**src/rtl/copro_cmd_pkg.sv**
```systemverilog
package copro_cmd_pkg;
  localparam int ADDR_W = 12;
  localparam int DATA_W = 32;

  localparam logic [ADDR_W-1:0] OFF_CTRL  = 12'h000;
  localparam logic [ADDR_W-1:0] OFF_GSTAT = 12'h010;
  localparam logic [ADDR_W-1:0] OFF_GCLR  = 12'h018;
  localparam logic [ADDR_W-1:0] OFF_CHEN  = 12'h020;
  localparam logic [ADDR_W-1:0] OFF_CAP   = 12'h040;
  localparam logic [ADDR_W-1:0] OFF_CTX   = 12'h050;

  localparam logic [ADDR_W-1:0] CH_BASE   = 12'h100;
  localparam logic [ADDR_W-1:0] CH_STRIDE = 12'h040;
  localparam logic [ADDR_W-1:0] CH_PTR    = 12'h000;
  localparam logic [ADDR_W-1:0] CH_SEMA   = 12'h010;
  localparam logic [ADDR_W-1:0] CH_STAT   = 12'h020;
  localparam logic [ADDR_W-1:0] CH_SCLR   = 12'h028;

  localparam logic [DATA_W-1:0] CTRL_MASK = 32'h00C0_000F;
  localparam logic [DATA_W-1:0] CAP_WORD  = 32'h0005_0001;
  localparam int CHEN_W = 8;
endpackage

```
**src/rtl/copro_glob_regs.sv**
```systemverilog
module copro_glob_regs
  import copro_cmd_pkg::*;
#(
  parameter int NCH = 4
) (
  input  logic              clk,
  input  logic              rst_n,
  input  logic              wr_en,
  input  logic [ADDR_W-1:0] wr_addr,
  input  logic [DATA_W-1:0] wr_data,
  input  logic [ADDR_W-1:0] rd_addr,
  input  logic [NCH-1:0]    done,
  output logic [DATA_W-1:0] rd_data,
  output logic [NCH-1:0]    irq_en,
  output logic [NCH-1:0]    chan_en,
  output logic [NCH-1:0]    flags
);
  logic [DATA_W-1:0] ctrl_q, ctx_q;
  logic [CHEN_W-1:0] chen_q;
  logic [NCH-1:0]    flag_q, clr_mask;

  assign clr_mask = (wr_en && wr_addr == OFF_GCLR) ? wr_data[NCH-1:0] : '0;

  always_ff @(posedge clk) begin
    if (!rst_n) begin
      ctrl_q <= '0;
      ctx_q  <= '0;
      chen_q <= '0;
      flag_q <= '0;
    end else begin
      if (wr_en && wr_addr == OFF_CTRL) ctrl_q <= wr_data & CTRL_MASK;
      if (wr_en && wr_addr == OFF_CTX)  ctx_q  <= wr_data;
      if (wr_en && wr_addr == OFF_CHEN) chen_q <= wr_data[CHEN_W-1:0];
      // a completion in the same cycle outlasts the clear
      flag_q <= (flag_q & ~clr_mask) | done;
    end
  end

  always_comb begin
    rd_data = '0;
    case (rd_addr)
      OFF_CTRL:  rd_data = ctrl_q;
      OFF_GSTAT: rd_data[NCH-1:0] = flag_q;
      OFF_CHEN:  rd_data[CHEN_W-1:0] = chen_q;
      OFF_CAP:   rd_data = CAP_WORD;
      OFF_CTX:   rd_data = ctx_q;
      default:   rd_data = '0;
    endcase
  end

  assign irq_en  = ctrl_q[NCH-1:0];
  assign chan_en = chen_q[NCH-1:0];
  assign flags   = flag_q;
endmodule

```
**src/rtl/copro_chan_slot.sv**
```systemverilog
module copro_chan_slot
  import copro_cmd_pkg::*;
#(
  parameter logic [ADDR_W-1:0] BASE = CH_BASE,
  parameter int CNT_W = 8,
  parameter int ST_W  = 8
) (
  input  logic              clk,
  input  logic              rst_n,
  input  logic              wr_en,
  input  logic [ADDR_W-1:0] wr_addr,
  input  logic [DATA_W-1:0] wr_data,
  input  logic [ADDR_W-1:0] rd_addr,
  input  logic              dec,
  input  logic              done,
  input  logic [ST_W-1:0]   err_code,
  input  logic              enable,
  output logic [DATA_W-1:0] rd_data,
  output logic              start,
  output logic [DATA_W-1:0] cmd_ptr
);
  localparam logic [ADDR_W-1:0] A_PTR  = BASE + CH_PTR;
  localparam logic [ADDR_W-1:0] A_SEMA = BASE + CH_SEMA;
  localparam logic [ADDR_W-1:0] A_STAT = BASE + CH_STAT;
  localparam logic [ADDR_W-1:0] A_SCLR = BASE + CH_SCLR;

  logic [DATA_W-1:0] ptr_q;
  logic [CNT_W-1:0]  cnt_q, cnt_sat, cnt_nx;
  logic [CNT_W:0]    cnt_sum;
  logic [ST_W-1:0]   st_q;
  logic              dec_ok, hit_sema, hit_sclr;

  assign hit_sema = wr_en && wr_addr == A_SEMA;
  assign hit_sclr = wr_en && wr_addr == A_SCLR;

  always_comb begin
    cnt_sum = {1'b0, cnt_q} + (hit_sema ? {1'b0, wr_data[CNT_W-1:0]} : '0);
    cnt_sat = cnt_sum[CNT_W] ? '1 : cnt_sum[CNT_W-1:0];
    dec_ok  = dec && (cnt_q != '0);
    cnt_nx  = cnt_sat - CNT_W'(dec_ok);
  end

  always_ff @(posedge clk) begin
    if (!rst_n) begin
      ptr_q <= '0;
      cnt_q <= '0;
      st_q  <= '0;
    end else begin
      if (wr_en && wr_addr == A_PTR) ptr_q <= wr_data;
      cnt_q <= cnt_nx;
      if (done)          st_q <= err_code;
      else if (hit_sclr) st_q <= st_q & ~wr_data[ST_W-1:0];
    end
  end

  always_comb begin
    rd_data = '0;
    if (rd_addr == A_PTR)       rd_data = ptr_q;
    else if (rd_addr == A_SEMA) rd_data[CNT_W-1:0] = cnt_q;
    else if (rd_addr == A_STAT) rd_data[ST_W-1:0] = st_q;
  end

  assign start   = (cnt_q != '0) && enable;
  assign cmd_ptr = ptr_q;
endmodule

```
**src/rtl/copro_cmd_regs.sv**
```systemverilog
module copro_cmd_regs
  import copro_cmd_pkg::*;
#(
  parameter int NCH   = 4,
  parameter int CNT_W = 8,
  parameter int ST_W  = 8
) (
  input  logic                  clk,
  input  logic                  rst_n,
  input  logic                  bus_wr_en,
  input  logic [ADDR_W-1:0]     bus_wr_addr,
  input  logic [DATA_W-1:0]     bus_wr_data,
  input  logic [ADDR_W-1:0]     bus_rd_addr,
  output logic [DATA_W-1:0]     bus_rd_data,
  input  logic [NCH-1:0]        chan_dec,
  input  logic [NCH-1:0]        chan_done,
  input  logic [NCH*ST_W-1:0]   chan_err,
  output logic [NCH-1:0]        chan_start,
  output logic [NCH*DATA_W-1:0] chan_cmd_ptr,
  output logic                  irq
);
  logic [DATA_W-1:0] glob_rd;
  logic [DATA_W-1:0] slot_rd [NCH];
  logic [NCH-1:0]    irq_en, chan_en, flags;

  copro_glob_regs #(.NCH(NCH)) glob_i (
    .clk(clk), .rst_n(rst_n),
    .wr_en(bus_wr_en), .wr_addr(bus_wr_addr), .wr_data(bus_wr_data),
    .rd_addr(bus_rd_addr), .done(chan_done), .rd_data(glob_rd),
    .irq_en(irq_en), .chan_en(chan_en), .flags(flags)
  );

  for (genvar g = 0; g < NCH; g++) begin : g_slot
    localparam logic [ADDR_W-1:0] SLOT_BASE = CH_BASE + ADDR_W'(g) * CH_STRIDE;
    copro_chan_slot #(.BASE(SLOT_BASE), .CNT_W(CNT_W), .ST_W(ST_W)) slot_i (
      .clk(clk), .rst_n(rst_n),
      .wr_en(bus_wr_en), .wr_addr(bus_wr_addr), .wr_data(bus_wr_data),
      .rd_addr(bus_rd_addr),
      .dec(chan_dec[g]), .done(chan_done[g]),
      .err_code(chan_err[g*ST_W +: ST_W]),
      .enable(chan_en[g]),
      .rd_data(slot_rd[g]),
      .start(chan_start[g]),
      .cmd_ptr(chan_cmd_ptr[g*DATA_W +: DATA_W])
    );
  end

  always_comb begin
    bus_rd_data = glob_rd;
    for (int i = 0; i < NCH; i++) bus_rd_data = bus_rd_data | slot_rd[i];
  end

  assign irq = |(flags & irq_en);
endmodule

```
**config.mk**
```make
export PLATFORM = sky130hd
export DESIGN_NAME = copro_cmd_regs
export DESIGN_NICKNAME = d
export VERILOG_FILES = /design/src/rtl/copro_cmd_pkg.sv /design/src/rtl/copro_glob_regs.sv /design/src/rtl/copro_chan_slot.sv /design/src/rtl/copro_cmd_regs.sv
export SDC_FILE = /design/constraint.sdc
export NUM_CORES = 1
export LEC_CHECK = 0
export BUFFER_PORTS_ARGS = -buffer_cell sky130_fd_sc_hd__buf_2
export CORE_ASPECT_RATIO = 0.7
export CORE_MARGIN = 1
export CORE_UTILIZATION = 50
export CTS_CLUSTER_SIZE = 8
export DETAILED_ROUTE_END_ITERATION = 7
export HOLD_SLACK_MARGIN = 0.12
export PLACE_DENSITY = 0.8
export SYNTH_ARGS = -nofsm -noshare
export SYNTH_HDL_FRONTEND = slang
export SYNTH_SLANG_ARGS = --single-unit
export TNS_END_PERCENT = 5
```
**constraint.sdc**
```tcl
create_clock -name clk -period 5.1 [get_ports clk]
set_input_delay 0.765 -clock clk [delete_from_list [all_inputs] [get_ports clk]]
set_output_delay 0.765 -clock clk [all_outputs]
set_load 0.03 [all_outputs]
```
==> results of run 1 <==
-- kinds of logic (layout without fill, tap and decap cells) --
kind of cell,count (synthesis),in the layout,share of synthesized area
adders and majority gates,47,47,0.0499
AOI/OAI and AO/OA,454,454,0.231
buffers and inverters,131,355,0.0485
and+or+nand+nor,676,676,0.247
other,0,1,0
xor gates and xnor gates,24,24,0.0170
muxes,19,19,0.0158
DFF,242,242,0.391
-- layer usage --
metal	wire (µm)	up-vias	share of wire
met5	0	-	0
met3	6330	114	0.14
met2	19000	946	0.41
met1	19400	6296	0.42
li1	-	6113	-
met4	1270	0	0.028
-- power groups by stage --
stage / Combinational, mW / Clock (mW) / Sequential (mW)
global placement: 1.07 / 0 / 2.21
finish: 1.12 / 2.08 / 2.19
CTS: 1.09 / 2.08 / 2.18
detailed placement: 1.08 / 0 / 2.21
floorplan: 0.820 / 0 / 2.13
global route: 1.24 / 2.16 / 2.19
-- layout make-up --
class	instances	area share
Multi-Input combinational cell	1220	0.471
Sequential cell	242	0.328
Clock buffer	36	0.0610
Inverter	23	0.00618
Timing Repair Buffer	293	0.104
Tap cell	318	0.0269
Clock inverter	3	0.00229
Antenna cell	1	0.000169
-- worst max-delay path, stage by stage --
cell and delay [ns]:
buf_2 0.10, nor4_1 0.52, nand2_1 0.15, or2_2 0.53
buf_4 0.27, nor3_1 0.20, ha_1 0.33, a211oi_1 0.28
nor2_1 0.13, a221o_1 0.43, nor2_1 0.15, ha_1 0.19
ha_1 0.19, nand2_1 0.08, a211oi_1 0.23, xor2_1 0.10
o21a_1 0.19
-- cell usage in the layout (no fill, tap or decap), types with 5 or more instances in the layout --
cell type and count:
nand2_1 384, buf_2 263, dfxtp_1 242, a21oi_1 206, nor2_1 83, o21ai_0 77, nand3_1 53, a22oi_1 44
ha_1 43, nor3_1 42, clkbuf_16 36, a222oi_1 30, buf_4 30, inv_1 22, and2_1 17, a22o_1 16
mux2i_1 15, nor4_1 14, nand2b_1 14, xor2_1 12, xnor2_1 12, and3_1 10, o21a_1 9, a221oi_1 9
a211o_1 7, nor2b_1 7, o211ai_1 7, or3_1 6, a32oi_1 6, nand3b_1 6, nor3b_1 5
-- registers in the layout, indices dropped and copies added (netlist names) --
name,count
glob_i.ctx_q,32
g_slot.slot_i.cmd_ptr,128
glob_i.ctrl_q,6
glob_i.flags,4
glob_i.chen_q,8
g_slot.slot_i.cnt_q,32
g_slot.slot_i.st_q,32
-- final timing paths --
path                             startpoint                   endpoint  slack [ns]  depth (start not counted)
setup / recovery             bus_wr_addr[1]  g_slot[3].slot_i.cnt_q[6]        0.65                         17
hold / removal             glob_i.ctx_q[15]           glob_i.ctx_q[15]        0.46                          2
setup reg to reg  g_slot[2].slot_i.cnt_q[0]  g_slot[2].slot_i.cnt_q[7]        1.77                         12
hold reg to reg            glob_i.ctx_q[15]           glob_i.ctx_q[15]        0.46                          2
-- per-stage QoR --
| step | area [µm²] | hold slack, ns | cells | setup slack [ns] |
|---|---|---|---|---|
| 3_5_place_dp | 13800 | 0.449 | 2096 | 0.229 |
| 2_1_floorplan | 12400 | 0.436 | 1593 | 0.554 |
| 5_1_grt | 14800 | 0.474 | 2135 | 0.198 |
| 4_1_cts | 14800 | 0.456 | 2135 | 0.740 |
| 3_3_place_gp | 13800 | 0.442 | 2096 | 0.362 |
| 6_report | 14800 | 0.457 | 2136 | 0.646 |
==> results_tabular.tex, run 1 <==
\begin{tabular}{lr}
\hline
Metric & Value \\
\hline
\multicolumn{2}{l}{\textbf{Run status}} \\
\quad Status & finished clean \\
\multicolumn{2}{l}{\textbf{Timing}} \\
\quad Transition time at the pin with the least slew margin & 0.976 ns \\
\quad Remaining max-slew budget at the tightest pin & 0.348 \\
\quad Worst clock skew & 0.0115 ns \\
\quad Post-route clock period utilization & 0.873 \\
\quad Final worst path period need & 4.45 ns \\
\quad Final Hold Vio Count & 0 \\
\quad Maximum clock frequency & 225 MHz \\
\quad RSZ-0062 raised after global routing & no \\
\quad Setup tns final & 0 ns \\
\quad Endpoints failing setup & 0 \\
\quad Final number of max-transition violations & 0 \\
\multicolumn{2}{l}{\textbf{Routing}} \\
\quad Violation count after the first detailed-routing iteration & 1591 \\
\quad Drc violations & 0 \\
\quad Average wire per standard cell & 21.5 µm \\
\quad TritonRoute pass-1 iters & 8 \\
\quad Mean number of vias per cell & 6.31 \\
\quad Total length of routed wires & 46.0 mm \\
\quad ANT nets after route & 0 \\
\quad Via count & 13500 \\
\multicolumn{2}{l}{\textbf{Power}} \\
\quad Worst IR Drop VDD & 0.218 mV \\
\quad Clock share of power & 0.386 \\
\quad Seq pwr share & 0.407 \\
\quad Pleak & 6.08 nW \\
\quad Power dissipated by switching net loads & 1.65 mW \\
\quad Switch share & 0.307 \\
\quad Power Density & 365 nW/µm² \\
\quad Comb power frac & 0.207 \\
\quad Power consumption & 5.39 mW \\
\quad Int Power & 3.73 mW \\
\multicolumn{2}{l}{\textbf{Worst setup path}} \\
\quad Type of the worst setup path & in -> reg \\
\quad Required time worst endpoint & 5.50 ns \\
\quad Endpoint type of the worst setup path & flop \\
\quad Arrival @ worst endpoint & 4.86 ns \\
\quad Crit path max fanout & 24 \\
\quad Startpoint kind of the worst setup timing path & input port \\
\multicolumn{2}{l}{\textbf{Cells and area}} \\
\quad Area taken by flip-flops and latches & 4840 µm² \\
\quad Multi-input combinational cell area & 6960 µm² \\
\quad Post-layout utilization of the core & 0.616 \\
\quad Layout overhead on the synthesized area & 19.2\% \\
\quad Share of post-route cells with drive strength above 1 & 0.199 \\
\quad Number of nets in the layout & 1962 \\
\quad Number of fillers in the final layout & 2164 \\
\multicolumn{2}{l}{\textbf{Global route}} \\
\quad Wire length of the first global-routing pass & 69.6 mm \\
\quad Met2 usage in global routing & 0.505 \\
\quad Remaining Overflow, GRT & 0 \\
\quad Global routing's busiest layer & met1 \\
\quad Met1 Use GR & 0.506 \\
\quad Largest net degree at the start of global routing & 95 \\
\quad Number of global-route vias before repair & 12400 \\
\quad Met3 layer usage reported by global route & 0.100 \\
\quad Number of antenna violations at the first check in global routing & 0 \\
\quad Overall Global Routing Usage & 0.354 \\
\multicolumn{2}{l}{\textbf{Min path}} \\
\quad Class of the tightest hold or removal check & reg -> reg \\
\multicolumn{2}{l}{\textbf{Synth}} \\
\quad Mean area per synthesized cell & 7.78 µm² \\
\quad Largest area contributor in the synthesized netlist & dfxtp\_1 \\
\quad Most repeated cell in the gate-level netlist after synthesis & nand2\_1 \\
\quad Top-area cell type share of the netlist area & 0.391 \\
\quad Number of enable flip-flop cells after synthesis & 0 \\
\quad Async SR Flop Fraction & 0 \\
\quad Register area share after synthesis & 0.391 \\
\quad Synthesized netlist cell count & 1593 \\
\quad Number of storage elements in the synthesis netlist & 242 \\
\quad Number of warnings issued by yosys & 0 \\
\quad Commonest cells in the synthesized netlist & nand2\_1 (384), dfxtp\_1 (242), a21oi\_1 (206), nor2\_1 (83), o21ai\_0 (77) \\
\quad Nets in the synthesized netlist & 1739 \\
\quad Post-synthesis instance area & 12400 µm² \\
\quad Main area contributors after synthesis & dfxtp\_1 (39\%), nand2\_1 (12\%), a21oi\_1 (8.3\%) \\
\quad Dominant register cell in the synthesized netlist & dfxtp\_1 \\
\quad Synth unique cells & 77 \\
\multicolumn{2}{l}{\textbf{Placed design}} \\
\quad Number of buffers inserted by port buffering & 263 \\
\quad Detailed Place HPWL & 32.4 mm \\
\quad Final weighted congestion in routability-driven placement & 0.981 \\
\multicolumn{2}{l}{\textbf{Clock network}} \\
\quad Clock tree from TritonCTS & built \\
\quad Clock-pin slew reported for the worst setup and hold paths after clock tree synthesis & 0.05 ns \\
\quad Clock tree root driver cell & clkbuf\_16 \\
\quad Hold buffer count at cts & 0 \\
\quad Clock buffer count from CTS & 36 \\
\quad Post-CTS Resized & 0 \\
\quad Buffers inserted by post-CTS timing repair & 0 \\
\quad Num Clock Sinks & 242 \\
\quad Number of levels in the clock H-tree & 2 \\
\quad Clk Latency, worst-skew pair & 0.51 ns \\
\quad CTS max path bufs & 3 \\
\multicolumn{2}{l}{\textbf{Die}} \\
\quad Die Height & 134 µm \\
\quad Ports & 264 \\
\quad Number of cell rows & 47 \\
\quad Die Wd & 190 µm \\
\quad Core outline area & 24000 µm² \\
\quad Initial standard-cell utilization of the core & 0.516 \\
\quad Area enclosed by the die boundary & 25400 µm² \\
\multicolumn{2}{l}{\textbf{Job}} \\
\quad Max-capacitance violation count & 0 \\
\hline
\end{tabular}
(Power assumes the default switching activity.)
==> run 2, diff against run 1 <==
Settings changed: CORE_ASPECT_RATIO 0.7 to 1.25.
==> results_tabular.tex, run 2 (synthesized netlist as in run 1, its figures left out) <==
\begin{tabular}{lr}
\hline
Metric & Value \\
\hline
\multicolumn{2}{l}{\textbf{Clock network}} \\
\quad Post-CTS Resized & 0 (unchanged) \\
\quad Buffers inserted by post-CTS timing repair & 0 (unchanged) \\
\quad Clock tree from TritonCTS & built (unchanged) \\
\quad Clock-pin slew reported for the worst setup and hold paths after clock tree synthesis & 0.05 ns (about the same) \\
\quad Hold buffer count at cts & 0 (unchanged) \\
\quad Clk Latency, worst-skew pair & 0.51 ns (about the same) \\
\quad Num Clock Sinks & 242 (unchanged) \\
\quad Clock tree root driver cell & clkbuf\_16 (unchanged) \\
\quad CTS max path bufs & 3 (unchanged) \\
\quad Number of levels in the clock H-tree & 2 (unchanged) \\
\quad Clock buffer count from CTS & 36 (unchanged) \\
\multicolumn{2}{l}{\textbf{Routing}} \\
\quad Mean number of vias per cell & 6.19 (was 6.31) \\
\quad Violation count after the first detailed-routing iteration & 1494 (was 1591) \\
\quad Drc violations & 0 (unchanged) \\
\quad Total length of routed wires & 45.5 mm (was 46.0 mm) \\
\quad Via count & 13300 (was 13500) \\
\quad Average wire per standard cell & 21.2 µm (was 21.5 µm) \\
\quad ANT nets after route & 0 (unchanged) \\
\quad TritonRoute pass-1 iters & 6 (was 8) \\
\multicolumn{2}{l}{\textbf{Min path}} \\
\quad Class of the tightest hold or removal check & reg -> reg (unchanged) \\
\multicolumn{2}{l}{\textbf{Die}} \\
\quad Die Wd & 143 µm (was 190 µm) \\
\quad Ports & 264 (unchanged) \\
\quad Die Height & 178 µm (was 134 µm) \\
\quad Initial standard-cell utilization of the core & 0.507 (was 0.516) \\
\quad Number of cell rows & 64 (was 47) \\
\quad Core outline area & 24400 µm² (was 24000 µm²) \\
\quad Area enclosed by the die boundary & 25400 µm² (about the same) \\
\multicolumn{2}{l}{\textbf{Cells and area}} \\
\quad Flip-flop count of the largest register after layout & 128 (unchanged) \\
\quad Layout overhead on the synthesized area & 19.2\% (about the same) \\
\quad Diodes inserted & 0 (was 1) \\
\quad Share of post-route cells with drive strength above 1 & 0.197 (was 0.199) \\
\quad Number of fillers in the final layout & 2166 (was 2164) \\
\quad Multi-input combinational cell area & 6960 µm² (about the same) \\
\quad Post-route design area & 14800 µm² (about the same) \\
\quad Area taken by flip-flops and latches & 4840 µm² (unchanged) \\
\quad Most common cell after layout, fill and taps aside & nand2\_1 (unchanged) \\
\quad Number of nets in the layout & 1960 (was 1962) \\
\quad Most frequent cells in the layout & nand2\_1 (384), buf\_2 (263), dfxtp\_1 (242) (unchanged) \\
\multicolumn{2}{l}{\textbf{Timing}} \\
\quad Final number of max-transition violations & 0 (unchanged) \\
\quad Post-route clock period utilization & 0.897 (was 0.873) \\
\quad RSZ-0062 raised after global routing & no (unchanged) \\
\quad Maximum clock frequency & 219 MHz (was 225 MHz) \\
\quad Transition time at the pin with the least slew margin & 1.13 ns (was 0.976 ns) \\
\quad Final Hold Vio Count & 0 (unchanged) \\
\quad Remaining max-slew budget at the tightest pin & 0.239 (was 0.348) \\
\quad Setup tns final & 0 ns (unchanged) \\
\quad Final worst path period need & 4.58 ns (was 4.45 ns) \\
\quad Endpoints failing setup & 0 (unchanged) \\
\quad Worst clock skew & 0.0156 ns (was 0.0115 ns) \\
\multicolumn{2}{l}{\textbf{Power}} \\
\quad Power Density & 364 nW/µm² (was 365 nW/µm²) \\
\quad Pleak & 6.06 nW (was 6.08 nW) \\
\quad Worst IR Drop VDD & 0.252 mV (was 0.218 mV) \\
\quad Power consumption & 5.37 mW (was 5.39 mW) \\
\multicolumn{2}{l}{\textbf{Worst setup path}} \\
\quad Startpoint kind of the worst setup timing path & input port (unchanged) \\
\quad Crit path max fanout & 27 (was 24) \\
\quad Endpoint type of the worst setup path & flop (unchanged) \\
\quad Type of the worst setup path & in -> reg (unchanged) \\
\quad Arrival @ worst endpoint & 4.93 ns (was 4.86 ns) \\
\quad Required time worst endpoint & 5.46 ns (was 5.50 ns) \\
\multicolumn{2}{l}{\textbf{Global route}} \\
\quad Remaining Overflow, GRT & 0 (unchanged) \\
\quad Number of global-route vias before repair & 12300 (was 12400) \\
\quad Largest net degree at the start of global routing & 125 (was 95) \\
\quad Number of antenna violations at the first check in global routing & 0 (unchanged) \\
\quad Wire length of the first global-routing pass & 67.9 mm (was 69.6 mm) \\
\quad Overall Global Routing Usage & 0.350 (was 0.354) \\
\multicolumn{2}{l}{\textbf{Placed design}} \\
\quad Number of buffers inserted by port buffering & 263 (unchanged) \\
\quad Area post-placement & 13800 µm² (about the same) \\
\quad Final weighted congestion in routability-driven placement & 0.999 (was 0.981) \\
\quad Detailed Place HPWL & 31.5 mm (was 32.4 mm) \\
\multicolumn{2}{l}{\textbf{Run status}} \\
\quad Status & finished clean (unchanged) \\
\multicolumn{2}{l}{\textbf{Job}} \\
\quad Max-capacitance violation count & 0 (unchanged) \\
\hline
\end{tabular}
==> run 2: cell count changes in the layout (fill, tap and decap cells not counted), sizes merged <==
| cell | before | now |
|---|---|---|
| buf | 293 | 291 |
| diode | 1 | 0 |
==> run 2: worst paths after layout <==
check                                  from                         to  slack [ns]  cells after the start
setup / recovery             bus_wr_addr[1]  g_slot[0].slot_i.cnt_q[6]        0.52                     17
hold / removal              glob_i.ctx_q[3]            glob_i.ctx_q[3]        0.45                      2
setup reg to reg  g_slot[0].slot_i.cnt_q[0]  g_slot[0].slot_i.cnt_q[6]        1.59                     12
hold reg to reg             glob_i.ctx_q[3]            glob_i.ctx_q[3]        0.45                      2
==> run 2: layout make-up <==
cell class                 instances  area share
multi-input combinational       1220       0.471
sequential                       242       0.328
timing repair buffer             291       0.103
clock buffer                      36      0.0610
tap                              330      0.0280
inverter                          23     0.00619
clock inverter                     3     0.00229
==> run 2: layer usage <==
metal,vias up,routed length (µm),track usage
li1,6093,-,-
met1,6176,16700,0.413
met2,818,20900,0.573
met3,197,4880,0.0685
met4,0,3080,0.237
met5,-,0,0
==> run 2: critical path, stage by stage <==
cell and delay [ns]:
buf_2 0.10, nor4_1 0.52, nand2_1 0.13, or2_2 0.52, buf_4 0.26, nor3_1 0.16, ha_1 0.31, o21a_1 0.24
a41oi_1 0.28, o21ai_1 0.24, nor2_1 0.22, ha_1 0.18, ha_1 0.18, o211ai_1 0.13, nor4_1 0.44, xor2_1 0.18
nor2_1 0.05
==> run 2: metrics by stage <==
| stage | std cells | util | worst slack [ns] | hold WS, ns |
|---|---|---|---|---|
| after floorplan | 1593 | - | 0.554 | 0.436 |
| after global placement | 2106 | 0.566 | 0.318 | 0.441 |
| after detailed placement | 2106 | 0.566 | 0.0841 | 0.446 |
| after CTS | 2145 | 0.605 | 0.586 | 0.453 |
| after global routing | 2145 | 0.605 | 0.248 | 0.471 |
| final | 2145 | 0.605 | 0.523 | 0.454 |
==> run 2: report_power, final <==
group	leakage, nW	switching [mW]	internal [mW]
clock network	0.459	0.829	1.24
logic	3.64	0.638	0.469
registers	1.96	0.169	2.02
==> run 3, diff against run 2 <==
Settings changed: RECOVER_POWER set to 50.
==> results_tabular.tex, run 3 (synthesized netlist as in run 1, its figures left out) <==
\begin{tabular}{lr}
\hline
Metric & Value \\
\hline
\multicolumn{2}{l}{\textbf{Run status}} \\
\quad Status & complete, but fails checks (was finished clean) \\
\quad Violated checks & capacitance limit, slew limit \\
\multicolumn{2}{l}{\textbf{Worst setup path}} \\
\quad Arrival @ worst endpoint & 4.94 ns (was 4.93 ns) \\
\quad Required time worst endpoint & 5.46 ns (about the same) \\
\quad Startpoint kind of the worst setup timing path & input port (unchanged) \\
\quad Crit path max fanout & 27 (unchanged) \\
\quad Endpoint type of the worst setup path & flop (unchanged) \\
\quad Type of the worst setup path & in -> reg (unchanged) \\
\multicolumn{2}{l}{\textbf{Cells and area}} \\
\quad Share of post-route cells with drive strength above 1 & 0.125 (was 0.197) \\
\quad Diodes inserted & 0 (unchanged) \\
\quad Most common cell after layout, fill and taps aside & nand2\_1 (unchanged) \\
\quad Most frequent cells in the layout & nand2\_1 (384), dfxtp\_1 (242), a21oi\_1 (206) (was nand2\_1 (384), buf\_2 (263), dfxtp\_1 (242)) \\
\quad Number of nets in the layout & 1960 (unchanged) \\
\quad Layout overhead on the synthesized area & 17.8\% (was 19.2\%) \\
\quad Flip-flop count of the largest register after layout & 128 (unchanged) \\
\quad Number of fillers in the final layout & 2243 (was 2166) \\
\quad Final Instance Count excl. Fillers & 2145 (unchanged) \\
\multicolumn{2}{l}{\textbf{Clock network}} \\
\quad Clk Latency, worst-skew pair & 0.51 ns (about the same) \\
\quad Buffers inserted by post-CTS timing repair & 0 (unchanged) \\
\quad Clock tree root driver cell & clkbuf\_16 (unchanged) \\
\quad CTS max path bufs & 3 (unchanged) \\
\quad Clock tree from TritonCTS & built (unchanged) \\
\quad Num Clock Sinks & 242 (unchanged) \\
\quad Hold buffer count at cts & 0 (unchanged) \\
\quad Clock buffer count from CTS & 36 (unchanged) \\
\quad Clock-pin slew reported for the worst setup and hold paths after clock tree synthesis & 0.05 ns (about the same) \\
\quad Number of levels in the clock H-tree & 2 (unchanged) \\
\quad Post-CTS Resized & 0 (unchanged) \\
\multicolumn{2}{l}{\textbf{Timing}} \\
\quad Final number of max-transition violations & 66 (was 0) \\
\quad RSZ-0062 raised after global routing & no (unchanged) \\
\quad Maximum clock frequency & 218 MHz (was 219 MHz) \\
\quad Endpoints failing setup & 0 (unchanged) \\
\quad Post-route clock period utilization & 0.899 (was 0.897) \\
\quad Worst clock skew & 0.0168 ns (was 0.0156 ns) \\
\quad Transition time at the pin with the least slew margin & 1.91 ns (was 1.13 ns) \\
\quad Setup tns final & 0 ns (unchanged) \\
\quad Hold slack final & 0.454 ns (about the same) \\
\quad Remaining max-slew budget at the tightest pin & -0.274 (was 0.239) \\
\quad Final Hold Vio Count & 0 (unchanged) \\
\quad Final worst path period need & 4.59 ns (was 4.58 ns) \\
\quad Setup slack after layout & 0.514 ns (was 0.523 ns) \\
\multicolumn{2}{l}{\textbf{Job}} \\
\quad Max-capacitance violation count & 2 (was 0) \\
\multicolumn{2}{l}{\textbf{Die}} \\
\quad Core outline area & 24400 µm² (unchanged) \\
\quad Ports & 264 (unchanged) \\
\quad Die Height & 178 µm (unchanged) \\
\quad Number of cell rows & 64 (unchanged) \\
\quad Die Wd & 143 µm (unchanged) \\
\quad Initial standard-cell utilization of the core & 0.507 (unchanged) \\
\quad Area enclosed by the die boundary & 25400 µm² (unchanged) \\
\multicolumn{2}{l}{\textbf{Power}} \\
\quad Seq pwr share & 0.408 (about the same) \\
\quad Power dissipated by switching net loads & 1.63 mW (was 1.64 mW) \\
\quad Power consumption & 5.37 mW (about the same) \\
\quad Pleak & 5.48 nW (was 6.06 nW) \\
\quad Comb power frac & 0.207 (was 0.206) \\
\quad Switch share & 0.304 (was 0.305) \\
\quad Worst IR Drop VDD & 0.250 mV (was 0.252 mV) \\
\quad Int Power & 3.73 mW (about the same) \\
\quad Power Density & 368 nW/µm² (was 364 nW/µm²) \\
\quad Clock share of power & 0.386 (about the same) \\
\multicolumn{2}{l}{\textbf{Routing}} \\
\quad Average wire per standard cell & 21.2 µm (about the same) \\
\quad Mean number of vias per cell & 6.20 (was 6.19) \\
\quad Violation count after the first detailed-routing iteration & 1524 (was 1494) \\
\quad TritonRoute pass-1 iters & 6 (unchanged) \\
\quad ANT nets after route & 0 (unchanged) \\
\quad Drc violations & 0 (unchanged) \\
\quad Via count & 13300 (about the same) \\
\quad Total length of routed wires & 45.6 mm (was 45.5 mm) \\
\multicolumn{2}{l}{\textbf{Placed design}} \\
\quad Final weighted congestion in routability-driven placement & 0.999 (unchanged) \\
\quad Number of buffers inserted by port buffering & 263 (unchanged) \\
\quad Setup WS pre-CTS & 0.0841 ns (unchanged) \\
\quad \# placed instances & 2106 (unchanged) \\
\quad Detailed Place HPWL & 31.5 mm (unchanged) \\
\multicolumn{2}{l}{\textbf{Min path}} \\
\quad Class of the tightest hold or removal check & reg -> reg (unchanged) \\
\multicolumn{2}{l}{\textbf{Global route}} \\
\quad Met1 Use GR & 0.413 (unchanged) \\
\quad Met3 layer usage reported by global route & 0.0685 (unchanged) \\
\quad Remaining Overflow, GRT & 0 (unchanged) \\
\quad Wire length of the first global-routing pass & 67.9 mm (unchanged) \\
\quad Met2 usage in global routing & 0.573 (unchanged) \\
\quad Number of antenna violations at the first check in global routing & 0 (unchanged) \\
\quad Largest net degree at the start of global routing & 125 (unchanged) \\
\quad Overall Global Routing Usage & 0.350 (unchanged) \\
\quad Number of global-route vias before repair & 12300 (unchanged) \\
\quad Global routing's busiest layer & met2 (unchanged) \\
\hline
\end{tabular}
==> run 3: cell count changes in the layout (fill, tap and decap cells not counted) <==
cell	delta
clkbuf_1	+131
buf_2	-129
buf_4	-2
and2_0	+1
and2_1	-1
==> run 3: area by class of cell <==
class                      count  area (µm²)  share of cell area
multi-input combinational   1220        6960               0.477
sequential                   242        4840               0.332
timing repair buffer         291        1360              0.0930
clock buffer                  36         901              0.0617
tap                          330         413              0.0283
inverter                      23        91.3             0.00626
clock inverter                 3        33.8             0.00231
==> run 3: worst max-delay path, stage by stage <==
cell	delay [ns]
buf_2	0.10
nor4_1	0.51
nand2_1	0.13
or2_2	0.52
buf_4	0.25
nor3_1	0.16
ha_1	0.31
o21a_1	0.24
a41oi_1	0.28
o21ai_1	0.24
nor2_1	0.23
ha_1	0.18
ha_1	0.18
o211ai_1	0.13
nor4_1	0.45
xor2_1	0.18
nor2_1	0.05
==> run 3: stage by stage <==
| stage | utilization | cell area (µm²) |
|---|---|---|
| after detailed placement | 0.566 | 13800 |
| final | 0.598 | 14600 |
| after global routing | 0.598 | 14600 |
| after CTS | 0.605 | 14800 |
| after floorplan | - | 12400 |
| after global placement | 0.566 | 13800 |
==> run 3: power by group through the flow <==
| stage | clock network (mW) | registers, mW | logic, mW |
|---|---|---|---|
| 2_1_floorplan | 0 | 2.13 | 0.820 |
| 3_3_place_gp | 0 | 2.21 | 1.05 |
| 6_report | 2.07 | 2.19 | 1.11 |
| 4_1_cts | 2.07 | 2.18 | 1.09 |
| 3_5_place_dp | 0 | 2.21 | 1.08 |
| 5_1_grt | 2.16 | 2.19 | 1.24 |
==> run 3: path summary, 6_finish.rpt <==
path,startpoint,endpoint,depth (start not counted),slack (ns)
worst min register to register,glob_i.ctx_q[3],glob_i.ctx_q[3],2,0.45
worst max-delay path,bus_wr_addr[1],g_slot[0].slot_i.cnt_q[6],17,0.51
worst max register to register,g_slot[0].slot_i.cnt_q[0],g_slot[0].slot_i.cnt_q[6],12,1.57
worst min-delay path,glob_i.ctx_q[3],glob_i.ctx_q[3],2,0.45
==> run 3: routing by layer <==
metal  wire (µm)  up-vias  share of wire
li1            -     6097              -
met1       17000     6206           0.37
met2       20900      802           0.46
met3        4680      192           0.10
met4        3010        0          0.066
met5           0        -              0
